===== config.mk =====
export PLATFORM = sky130hd
export DESIGN_NAME = pred_bank_file
export DESIGN_NICKNAME = d
export VERILOG_FILES = /design/src/rtl/pbf_pkg.sv /design/src/rtl/pbf_row_merge.sv /design/src/rtl/pbf_read_port.sv /design/src/rtl/pred_bank_file.sv
export SDC_FILE = /design/constraint.sdc
export NUM_CORES = 1
export LEC_CHECK = 0
export ABC_CLOCK_PERIOD_IN_PS = 3990
export BUFFER_PORTS_ARGS = -buffer_cell sky130_fd_sc_hd__buf_2
export CORE_MARGIN = 4
export CORE_UTILIZATION = 55
export CTS_CLUSTER_SIZE = 24
export DETAILED_ROUTE_END_ITERATION = 10
export PLACE_DENSITY = 0.84
export SKIP_LAST_GASP = 1
export SLEW_MARGIN = 40
export SYNTH_ARGS = -nofsm -noshare
export SYNTH_HDL_FRONTEND = slang
export SYNTH_SLANG_ARGS = --single-unit

===== constraint.sdc =====
create_clock -name clk -period 3.99 [get_ports clk]
set_input_delay 0.1995 -clock clk [delete_from_list [all_inputs] [get_ports clk]]
set_output_delay 0.1995 -clock clk [all_outputs]
set_load 0.01 [all_outputs]

===== src/rtl/pbf_pkg.sv =====
package pbf_pkg;
  localparam int PBF_BANKS_DEF = 16;
  localparam int PBF_BITS_DEF  = 8;
  localparam int PBF_RD_DEF    = 2;
  localparam int PBF_BW_DEF    = 4;
endpackage


===== src/rtl/pbf_row_merge.sv =====
module pbf_row_merge #(
  parameter int BITS   = 8,
  parameter int NUM_BW = 4,
  parameter int IDX_W  = $clog2(BITS)
) (
  input  logic [BITS-1:0]                row_q,
  input  logic                           byte_hit,
  input  logic [BITS-1:0]                byte_data,
  input  logic                           bit_hit,
  input  logic [NUM_BW-1:0]              bw_en,
  input  logic [NUM_BW-1:0][IDX_W-1:0]   bw_idx,
  input  logic [NUM_BW-1:0]              bw_val,
  output logic [BITS-1:0]                row_d
);
  // byte load first, then bit ports in ascending order: highest port wins
  always_comb begin
    row_d = byte_hit ? byte_data : row_q;
    if (bit_hit) begin
      for (int p = 0; p < NUM_BW; p++) begin
        if (bw_en[p]) row_d[bw_idx[p]] = bw_val[p];
      end
    end
  end
endmodule


===== src/rtl/pbf_read_port.sv =====
module pbf_read_port #(
  parameter int BITS  = 8,
  parameter int IDX_W = $clog2(BITS)
) (
  input  logic             clk,
  input  logic             rst,
  input  logic [BITS-1:0]  row,
  input  logic [IDX_W-1:0] idx,
  input  logic             fwd_en,
  input  logic             fwd_val,
  output logic             pred
);
  always_ff @(posedge clk) begin
    if (rst) pred <= 1'b1;
    else     pred <= fwd_en ? fwd_val : row[idx];
  end
endmodule


===== src/rtl/pred_bank_file.sv =====
module pred_bank_file
  import pbf_pkg::*;
#(
  parameter int NUM_BANKS = PBF_BANKS_DEF,
  parameter int BANK_BITS = PBF_BITS_DEF,
  parameter int NUM_RD    = PBF_RD_DEF,
  parameter int NUM_BW    = PBF_BW_DEF,
  localparam int BANK_W   = $clog2(NUM_BANKS),
  localparam int IDX_W    = $clog2(BANK_BITS)
) (
  input  logic                          clk,
  input  logic                          rst,
  input  logic                          bank_we,
  input  logic [BANK_W-1:0]             bank_new,
  output logic [BANK_W-1:0]             cur_bank,
  input  logic                          byte_we,
  input  logic [BANK_W-1:0]             byte_bank,
  input  logic [BANK_BITS-1:0]          byte_data,
  input  logic [NUM_BW-1:0]             bw_en,
  input  logic [NUM_BW-1:0][IDX_W-1:0]  bw_idx,
  input  logic [NUM_BW-1:0]             bw_val,
  input  logic [NUM_RD-1:0][IDX_W-1:0]  rd_idx,
  input  logic [NUM_RD-1:0]             rd_fwd_en,
  input  logic [NUM_RD-1:0]             rd_fwd_val,
  output logic [NUM_RD-1:0]             rd_pred
);
  logic [BANK_BITS-1:0] store_q [NUM_BANKS];
  logic [BANK_BITS-1:0] row_d   [NUM_BANKS];
  logic [BANK_BITS-1:0] sel_row;
  logic [BANK_W-1:0]    bank_q;

  for (genvar b = 0; b < NUM_BANKS; b++) begin : g_bank
    pbf_row_merge #(.BITS(BANK_BITS), .NUM_BW(NUM_BW), .IDX_W(IDX_W)) u_merge (
      .row_q     (store_q[b]),
      .byte_hit  (byte_we && (byte_bank == BANK_W'(b))),
      .byte_data (byte_data),
      .bit_hit   (bank_q == BANK_W'(b)),
      .bw_en     (bw_en),
      .bw_idx    (bw_idx),
      .bw_val    (bw_val),
      .row_d     (row_d[b])
    );
  end

  always_ff @(posedge clk) begin
    if (rst) begin
      for (int b = 0; b < NUM_BANKS; b++) store_q[b] <= '1;
      bank_q <= '0;
    end else begin
      for (int b = 0; b < NUM_BANKS; b++) store_q[b] <= row_d[b];
      if (bank_we) bank_q <= bank_new;
    end
  end

  // reads see this cycle's writes in the bank active before any bank change
  assign sel_row  = row_d[bank_q];
  assign cur_bank = bank_q;

  for (genvar r = 0; r < NUM_RD; r++) begin : g_rd
    pbf_read_port #(.BITS(BANK_BITS), .IDX_W(IDX_W)) u_rd (
      .clk     (clk),
      .rst     (rst),
      .row     (sel_row),
      .idx     (rd_idx[r]),
      .fwd_en  (rd_fwd_en[r]),
      .fwd_val (rd_fwd_val[r]),
      .pred    (rd_pred[r])
    );
  end
endmodule


==> flow_summary.toml <==
[drt]
dr.pass1.iters = 6
vias = 12500
drtIter0Drc = 2150
drc = 0
drt-total-wl_mm = 47.7
viasPerCell = 7.45
avgRoutedWirePerCell_microns = 28.3
antenna_left = 0

[timing]
fmax_ghz = 0.266
slew_viol_final = 0
finalCritPeriodShare = 0.941
finalSetupTns_ps = 0
tightest_slew_ps = 889
hold_viol_final = 0
period_minus_slack_ps = 3750
slew_headroom = 0.406
skew_ps = 11.6
setup_viol = 0
grt_setup_unrepaired = "no"

[die]
start_util = 0.565
core-area_sq_mm = 0.0174
io-pin-count = 56
die_width_microns = 142
die_area_sq_mm = 0.0201
die_h_microns = 142
rows = 48

[status]
status = "finished, final reports clean"

[cells_and_area]
fillers = 1602
layout-drive-gt1-share = 0.164
synthToLayoutAreaGrowth_pct = 14.6
final_area_sq_mm = 0.0113
finalNetCount = 1495

[placement]
hpwl_mm = 32.9
gp_congestion = 1.08
portBuffers = 55
place_area_sq_mm = 0.0107

[clocking]
cts_hold_buffers = 1
clkSinkCount = 134
clockBufferDepth = 2
htree_levels = 4
cts.root.buffer_cell = "clkbuf_16"
clock_latency_ps = 440
cts_tree = "built"
post_cts.repair.setup_buffers = 0
clk_pin_slew_ps = 70
cts_resized = 0
cts_buffers = 17

[hold_path]
min_path_type = "in -> reg"
whs_path_depth = 3

[logic_synthesis]
ys_seq_area_frac = 0.273
ys.flop_type = "dfxtp_1"
yosysWarningCount = 0
syn-num-nets = 1447
netlist_area_sq_mm = 0.00984
synth_cell_types = 80
synth_cells = 1397
synth_top_area_frac = 0.273
synth.ff_latch_count = 134
synth_top_area_cell = "dfxtp_1"
synth_most_common_cell = "nand2_1"
async_flop_share = 0
syn_area_per_cell_sq_um = 7.04
synth_common_cells = "220 x nand2_1, 198 x o21ai_0, 134 x dfxtp_1, 111 x clkbuf_1, 89 x nand3_1"
synth_edf_count = 0
synth_area_leaders = "dfxtp_1 27%, o21ai_0 10%, nand2_1 8.4%"

[grt]
antenna_found_initial = 1
grt_pass1_wl_mm = 70.7
track_usage = 0.463
grt_max_degree = 69
grt_overflow = 0
grt_pass1_vias = 11500

[worst_setup_path]
cp.depth = 9
cp_slowest_cell = "o311ai_0"
path_cells = "buf_4, and2_1, nand2_1, a21bo_2, o22ai_1, a221oi_1, o311ai_0, a21oi_1, a311oi_1"
required_ps = 4340
cp-end-kind = "flip-flop"
critical_path_class = "reg -> reg"
path_buf_inv = 1
critPathMaxStageDelay_ps = 660
crit_family = "compound AO/OA/AOI/OAI gates"
start_kind = "flip-flop"
arrival_ps = 4110
cp_max_fo = 21
reg2reg_depth = 9

[flow_run]
maxCapViolCount = 0

[power]
p_per_area_mw_per_mm2 = 353
p_leak_nw = 4.29
ir_drop_v = 0.000311
worst paths after layout:
| path | slack (ps) | endpoint | startpoint |
|---|---|---|---|
| worst max-delay path | 240 | g_rd[1].u_rd.pred | cur_bank[3] |
| worst min-delay path | 7 | cur_bank[0] | bank_new[0] |
| worst max register to register | 240 | g_rd[1].u_rd.pred | cur_bank[3] |
| worst min register to register | 570 | store_q[1][28] | store_q[1][28] |
tightest hold or removal path, delay by kind of cell:
family | cells | cell delay, ps
simple gates | 1 | 80
mux | 1 | 60
buf+inv | 1 | 70
cell type report:
class	instances	area [sq um]	area share
inverters	8	30.0	0.00266
diodes	1	2.50	0.000222
clock inverters	15	165	0.0147
multi-input cells	1126	6640	0.589
repair buffers	158	1050	0.0932
flip-flops and latches	134	2680	0.238
well taps	225	282	0.0250
clock buffers	17	425	0.0377
placed cells by master, fill, tap and decap left out, types with 7 or more instances in the layout:
cell type	n
nor3_1	22
and3_1	9
dfxtp_1	134
a22oi_1	19
nand2_1	220
a311oi_1	7
mux2i_1	54
o211ai_1	37
o31ai_1	10
buf_2	55
a21oi_1	80
o22ai_1	31
clkbuf_16	17
buf_4	102
a21o_1	22
nand2b_1	21
nor2b_1	10
o21ai_0	198
nor2_1	68
nand3b_1	9
or2_2	18
a31oi_1	22
mux2_2	12
nand3_1	89
and2_1	15
nand4b_1	8
a32o_1	7
state kept, by name (all words and copies together) (netlist names):
name	flops
cur_bank	4
g_rd.u_rd.pred	2
store_q	128
metal layers:
metal	up-vias	routed length [microns]	global-route usage
met5	-	0	0
met4	0	4090	0.296
met3	376	7250	0.159
met2	1186	19700	0.682
met1	5691	16700	0.576
li1	5292	-	-
stage by stage:
stage | setup WS (ps) | power (mW) | utilization | hold WS [ps] | instances
floorplan | 1290 | 1.95 | - | 347 | 1397
global placement | 574 | 2.28 | 0.612 | 440 | 1650
detailed placement | 573 | 2.29 | 0.612 | 443 | 1650
CTS | 574 | 3.91 | 0.647 | 12.1 | 1683
global route | 392 | 4.05 | 0.647 | 55.2 | 1684
finish | 235 | 3.98 | 0.647 | 7.49 | 1684
power breakdown:
group / switching, mW / internal (mW) / leakage, nW / total, mW
logic: 0.614 / 0.296 / 2.91 / 0.910
clock network: 0.722 / 0.935 / 0.283 / 1.66
registers: 0.0244 / 1.39 / 1.09 / 1.41
kinds of logic after synthesis:
kind of cell | after synthesis | share of synthesized area
buf+inv | 137 | 0.0552
compound gates | 519 | 0.333
xor+xnor | 1 | 0.000891
mux | 66 | 0.0687
simple gates | 540 | 0.269
flops | 134 | 0.273
No activity file was read; power rests on OpenSTA's default activity.
